File: src/rtl/srf_pkg.sv
package srf_pkg;

  localparam int MAX_REGS = 64;

  // Number of set mask bits strictly below position lim.
  function automatic int count_below(input logic [MAX_REGS-1:0] mask, input int lim);
    int n;
    n = 0;
    for (int k = 0; k < MAX_REGS; k++) begin
      if (k < lim && mask[k]) n++;
    end
    return n;
  endfunction

endpackage

File: src/rtl/srf_bank.sv
module srf_bank #(
  parameter int DEPTH  = 32,
  parameter int DATA_W = 64,
  parameter int AW     = (DEPTH > 1) ? $clog2(DEPTH) : 1
) (
  input  logic              clk,
  input  logic              we,
  input  logic [AW-1:0]     waddr,
  input  logic [DATA_W-1:0] wdata,
  input  logic [AW-1:0]     raddr_a,
  input  logic [AW-1:0]     raddr_b,
  output logic [DATA_W-1:0] rdata_a,
  output logic [DATA_W-1:0] rdata_b
);

  logic [DATA_W-1:0] mem [DEPTH];

  // read-first synchronous RAM, one write and two read ports
  always_ff @(posedge clk) begin
    if (we) mem[waddr] <= wdata;
    rdata_a <= mem[raddr_a];
    rdata_b <= mem[raddr_b];
  end

endmodule

File: src/rtl/srf_mode_ctrl.sv
module srf_mode_ctrl (
  input  logic clk,
  input  logic rst,
  input  logic req_valid,
  input  logic req_mode,
  output logic mode_q,
  output logic err_q,
  output logic next_mode,
  output logic req_bad
);

  logic req_ok;

  always_comb begin
    req_bad   = req_valid && (req_mode == mode_q);
    req_ok    = req_valid && !req_bad;
    next_mode = req_ok ? req_mode : mode_q;
  end

  always_ff @(posedge clk) begin
    if (rst) begin
      mode_q <= 1'b1;
      err_q  <= 1'b0;
    end else begin
      mode_q <= next_mode;
      err_q  <= req_bad;
    end
  end

endmodule

File: src/rtl/shadow_regfile.sv
module shadow_regfile #(
  parameter int          NREG        = 32,
  parameter int          DATA_W      = 64,
  parameter logic [31:0] SHADOW_MASK = 32'h0200_7F00,
  parameter int          ADDR_W      = $clog2(NREG)
) (
  input  logic              clk,
  input  logic              rst,
  input  logic [ADDR_W-1:0] rd_addr_a,
  output logic [DATA_W-1:0] rd_data_a,
  input  logic [ADDR_W-1:0] rd_addr_b,
  output logic [DATA_W-1:0] rd_data_b,
  input  logic              wr_en,
  input  logic [ADDR_W-1:0] wr_addr,
  input  logic [DATA_W-1:0] wr_data,
  input  logic              mode_req_valid,
  input  logic              mode_req,
  output logic              shadow_active,
  output logic              mode_err
);

  localparam int NRD = 2;
  localparam logic [srf_pkg::MAX_REGS-1:0] MASK_X = srf_pkg::MAX_REGS'(SHADOW_MASK);
  localparam int NSHD   = srf_pkg::count_below(MASK_X, NREG);
  localparam int SLOT_W = (NSHD > 1) ? $clog2(NSHD) : 1;
  localparam logic [ADDR_W-1:0] ZERO_REG = ADDR_W'(NREG - 1);

  // mode control
  logic next_mode, req_bad;

  srf_mode_ctrl u_mode (
    .clk       (clk),
    .rst       (rst),
    .req_valid (mode_req_valid),
    .req_mode  (mode_req),
    .mode_q    (shadow_active),
    .err_q     (mode_err),
    .next_mode (next_mode),
    .req_bad   (req_bad)
  );

  // write steering: bank chosen by the mode live after this edge
  logic              wr_live, wr_shd, wr_main;
  logic [SLOT_W-1:0] wr_slot;

  always_comb begin
    wr_live = wr_en && !req_bad && (wr_addr != ZERO_REG);
    wr_shd  = wr_live && SHADOW_MASK[wr_addr] && next_mode;
    wr_main = wr_live && !wr_shd;
    wr_slot = SLOT_W'(srf_pkg::count_below(MASK_X, int'(wr_addr)));
  end

  // read address mapping per port
  logic [ADDR_W-1:0] rd_addr  [NRD];
  logic [SLOT_W-1:0] rd_slot  [NRD];
  logic [DATA_W-1:0] main_q   [NRD];
  logic [DATA_W-1:0] shd_q    [NRD];
  logic [DATA_W-1:0] rd_data  [NRD];
  logic              use_shd_q[NRD];
  logic              zero_q   [NRD];

  assign rd_addr[0] = rd_addr_a;
  assign rd_addr[1] = rd_addr_b;

  for (genvar p = 0; p < NRD; p++) begin : g_rport
    always_comb begin
      rd_slot[p] = SLOT_W'(srf_pkg::count_below(MASK_X, int'(rd_addr[p])));
    end

    always_ff @(posedge clk) begin
      if (rst) begin
        use_shd_q[p] <= 1'b0;
        zero_q[p]    <= 1'b0;
      end else begin
        use_shd_q[p] <= SHADOW_MASK[rd_addr[p]] && shadow_active;
        zero_q[p]    <= (rd_addr[p] == ZERO_REG);
      end
    end

    always_comb begin
      if (zero_q[p])         rd_data[p] = '0;
      else if (use_shd_q[p]) rd_data[p] = shd_q[p];
      else                   rd_data[p] = main_q[p];
    end
  end

  assign rd_data_a = rd_data[0];
  assign rd_data_b = rd_data[1];

  // storage: one entry per register, plus one per shadowed register
  srf_bank #(.DEPTH(NREG), .DATA_W(DATA_W), .AW(ADDR_W)) u_main (
    .clk     (clk),
    .we      (wr_main),
    .waddr   (wr_addr),
    .wdata   (wr_data),
    .raddr_a (rd_addr[0]),
    .raddr_b (rd_addr[1]),
    .rdata_a (main_q[0]),
    .rdata_b (main_q[1])
  );

  srf_bank #(.DEPTH(NSHD), .DATA_W(DATA_W), .AW(SLOT_W)) u_shadow (
    .clk     (clk),
    .we      (wr_shd),
    .waddr   (wr_slot),
    .wdata   (wr_data),
    .raddr_a (rd_slot[0]),
    .raddr_b (rd_slot[1]),
    .rdata_a (shd_q[0]),
    .rdata_b (shd_q[1])
  );

endmodule

File: config.mk
export PLATFORM = sky130hd
export DESIGN_NAME = shadow_regfile
export DESIGN_NICKNAME = d
export VERILOG_FILES = /design/src/rtl/srf_pkg.sv /design/src/rtl/srf_bank.sv /design/src/rtl/srf_mode_ctrl.sv /design/src/rtl/shadow_regfile.sv
export SDC_FILE = /design/constraint.sdc
export NUM_CORES = 2
export LEC_CHECK = 0
export CORE_MARGIN = 4
export CORE_UTILIZATION = 65
export CTS_BUF_LIST = sky130_fd_sc_hd__clkbuf_4 sky130_fd_sc_hd__clkbuf_8
export DETAILED_ROUTE_END_ITERATION = 6
export PLACE_DENSITY = 0.88
export SLEW_MARGIN = 20
export SYNTH_ARGS = -nofsm -noshare
export SYNTH_HDL_FRONTEND = slang
export SYNTH_SLANG_ARGS = --single-unit
File: constraint.sdc
create_clock -name clk -period 19.1 [get_ports clk]
set_clock_uncertainty 0.15 [all_clocks]
set_input_delay 2.865 -clock clk [delete_from_list [all_inputs] [get_ports clk]]
set_output_delay 2.865 -clock clk [all_outputs]
set_load 0.02 [all_outputs]
==> reports/qor.csv <==
metric,value,unit
core-area,195000,um2
muxShareOfSynthArea,0.299,
cts_buffers,438,
fin_util,0.728,
antenna_found_initial,31,
yosysUniqueCellTypes,66,
p_leak,48.0,nW
setup_ws,9390,ps
finalWirelength,369,mm
p_sw,0.00381,W
worstHoldPathType,register to register,
area_growth,11.1,%
post-route-period-util,0.508,
cap_viol_max_count,0,
netlist_instances,6654,
wl_per_cell,36.7,um
place_congestion,0.880,
cts_num_sinks,2822,
grt.overflow.total,0,
cp_max_fo,53,
hold_depth,3,
grt_pass1_wl,530,mm
nNetsFinal,7159,
die_height,452,um
synth_area_per_cell,19.2,um2
min_from,u_shadow.mem[6][44]$_DFFE_PP_,
drc,0,
synth_edf_count,2560,
tightest_slew,1240,ps
drive_gt1_frac,0.318,
outcome,finished clean,
hold_violations,0,
r2r-end,u_main.mem[18][54]$_DFFE_PP_,
synthSimpleGateAreaFrac,0.0203,
tritoncts,built,
ctsResizeCount,0,
final_cell_mix,"2560 x edfxtp_1, 1140 x mux4_2, 1017 x mux2i_1, 501 x clkbuf_8, 268 x nand2_1",
r2r_setup_slack,14580,ps
reg2reg_depth,7,
whs_endpoint,u_shadow.rdata_a[44]$_DFF_P_,
layout_commonest_cell,edfxtp_1,
pwr-share-comb,0.155,
clk_path_buf_depth,4,
num_vias,75000,
grt_usage,0.362,
worstSetupPathType,primary input to register,
die-area,204000,um2
worstReg2RegStart,u_mode.mode_q$_SDFF_PP1_,
root_buffer,clkbuf_8,
power_density,104,nW/um2
clockPowerShare,0.359,
p_seq_frac,0.486,
ys.flop_type,edfxtp_1,
pin_count,214,
ys_async_sr_fraction,0,
slew_headroom,0.176,
finalCriticalPeriod,9710,ps
timing.hold.ws,525,ps
drtAntennaViolNets,0,
dp_hpwl,204,mm
p_int,0.0109,W
worstSkewPairLatency,1130,ps
required,19910,ps
postCtsSetupBuffers,0,
drt-pass1-iter-count,6,
nFillCells,10700,
synth_top_family_by_area,multiplexers,
die_x,452,um
ys_ff_latch,2822,
cp.arrival,10520,ps
rsz0062_at_grt,false,
slew_viol_final,0,
fin_tns_setup,0,ps
path_clk_slew,60,ps
cts.htree.levels,5,
start_util,0.655,
grt_pass1_vias,76300,
syn_area,128000,um2
multi_input_area,44000,um2
start_kind,primary input,
numPortBuffers,213,
final_cell_area,142000,um2
p_sw_frac,0.259,
seq_area,82100,um2
synth_xor_area_frac,0.00222,
synth_seq_area_share,0.642,
drt_iter0_drc,11900,
synthAdderAreaFrac,0.00213,
grt_max_degree,152,
synth_compound_area_frac,0.0154,
synth_warnings,0,
fmax,103,MHz
preCtsSetupSlack,8470,ps
row_count,162,
vdd_drop_max,211,uV
hold_buffers,0,
postPlaceCellArea,133000,um2
viasPerCell,7.46,
end_kind,register,
setup_viol,0,
[synthesized netlist by cell type (3+ instances only)]
| cell type | count | area share |
|---|---|---|
| nand4b_1 | 3 | 0.00021 |
| nand2b_1 | 9 | 0.00044 |
| ha_1 | 21 | 0.0021 |
| a211o_1 | 6 | 0.00041 |
| nand2_1 | 269 | 0.0079 |
| dfxtp_1 | 262 | 0.041 |
| buf_6 | 26 | 0.0023 |
| nor3_1 | 9 | 0.00035 |
| inv_1 | 18 | 0.00053 |
| o211ai_1 | 25 | 0.0015 |
| a211oi_1 | 37 | 0.0022 |
| a31oi_1 | 16 | 0.00078 |
| nor2b_1 | 31 | 0.0015 |
| edfxtp_1 | 2560 | 0.60 |
| and2_1 | 12 | 0.00059 |
| buf_1 | 80 | 0.0023 |
| buf_4 | 15 | 0.00088 |
| mux2_2 | 214 | 0.019 |
| buf_2 | 202 | 0.0079 |
| nand3b_1 | 6 | 0.00035 |
| o21ai_0 | 80 | 0.0031 |
| nand3_1 | 45 | 0.0018 |
| mux2_1 | 4 | 0.00035 |
| xnor2_1 | 19 | 0.0013 |
| or2_2 | 3 | 0.00015 |
| nor3b_1 | 5 | 0.00029 |
| mux4_2 | 1140 | 0.20 |
| a311o_1 | 18 | 0.0014 |
| nor2_1 | 198 | 0.0058 |
| mux2i_1 | 1017 | 0.080 |
| xor2_1 | 9 | 0.00062 |
| or2_1 | 3 | 0.00015 |
| o21ai_1 | 5 | 0.00020 |
| a21oi_1 | 30 | 0.0012 |
| o221ai_1 | 48 | 0.0033 |
| clkbuf_1 | 170 | 0.0050 |
[cell families (layout without fill, tap and decap cells)]
family	Yosys count	in the layout
AO/OA/AOI/OAI	287	287
XOR/XNOR	30	30
adder cells (fa/ha/maj)	22	22
buffers and inverters	511	1201
flip-flops	2822	2822
multiplexers	2375	2375
other	1	83
AND/OR/NAND/NOR	606	606
[sequential cells by signal, indices dropped and copies added, names as in the netlist]
signal / count
u_shadow.rdata_b: 64
u_main.rdata_a: 64
use_shd_q: 2
zero_q: 2
u_main.mem: 2048
u_main.rdata_b: 64
u_mode.mode_q: 1
u_shadow.mem: 512
u_shadow.rdata_a: 64
u_mode.err_q: 1
[stage by stage]
stage / std cells / power (W)
finish: 10100 / 0.0147
global route: 10000 / 0.0151
CTS: 10000 / 0.0147
floorplan: 6717 / 0.00875
detailed placement: 9238 / 0.00951
global placement: 9238 / 0.00943
[routing by layer]
metal / up-vias / wire [um] / track usage
li1: 28600 / - / -
met1: 38100 / 118000 / 0.470
met2: 6905 / 173000 / 0.552
met3: 1375 / 54600 / 0.112
met4: 20 / 23300 / 0.204
met5: - / 125 / 0
[power groups by stage]
stage	combinational, W	clock (W)	sequential (W)
4_1_cts	0.00225	0.00530	0.00715
3_3_place_gp	0.00216	0	0.00727
5_1_grt	0.00238	0.00560	0.00715
6_report	0.00229	0.00528	0.00716
3_5_place_dp	0.00223	0	0.00728
2_1_floorplan	0.00160	0	0.00715
[worst max path at each step]
| stage | end | startpoint | cells past startpoint | slack (ps) |
|---|---|---|---|---|
| 4_1_cts | u_shadow.rdata_b[1]$_DFF_P_ | rd_addr_b[3] | 26 | 9600 |
| 5_1_grt | u_shadow.rdata_b[2]$_DFF_P_ | rd_addr_b[3] | 26 | 9120 |
| 3_5_place_dp | u_shadow.rdata_b[2]$_DFF_P_ | rd_addr_b[3] | 26 | 8470 |
| 2_1_floorplan | u_shadow.mem[2][0]$_DFFE_PP_ | wr_addr[1] | 28 | 8760 |
| 6_report | u_shadow.rdata_b[2]$_DFF_P_ | rd_addr_b[3] | 26 | 9390 |
| 3_3_place_gp | u_shadow.rdata_b[48]$_DFF_P_ | rd_addr_b[3] | 26 | 8530 |
[worst max-delay path, stage by stage]
cell and delay, ps:
buf_8 440, buf_4 740, o31ai_1 160, nand2b_1 140
inv_1 60, ha_1 370, xnor2_1 450, ha_1 340
o21ai_0 80, o21ai_0 110, ha_1 320, a22oi_1 220
o21ai_0 150, ha_1 300, nor2_1 40, a31oi_1 320
ha_1 330, mux2_2 280, ha_1 210, a31oi_1 170
a21oi_1 80, xnor2_1 430, xnor2_4 160, buf_4 550
buf_4 650, mux2_2 410
[layout make-up]
| class | instances | area share |
|---|---|---|
| clock inverters | 163 | 0.00890 |
| well taps | 2624 | 0.0231 |
| flip-flops and latches | 2822 | 0.578 |
| diodes | 19 | 0.000334 |
| inverters | 18 | 0.000528 |
| clock buffers | 630 | 0.0553 |
| repair buffers | 390 | 0.0245 |
| multi-input cells | 3384 | 0.310 |
Note: power is estimated with default switching activity, not from simulation.
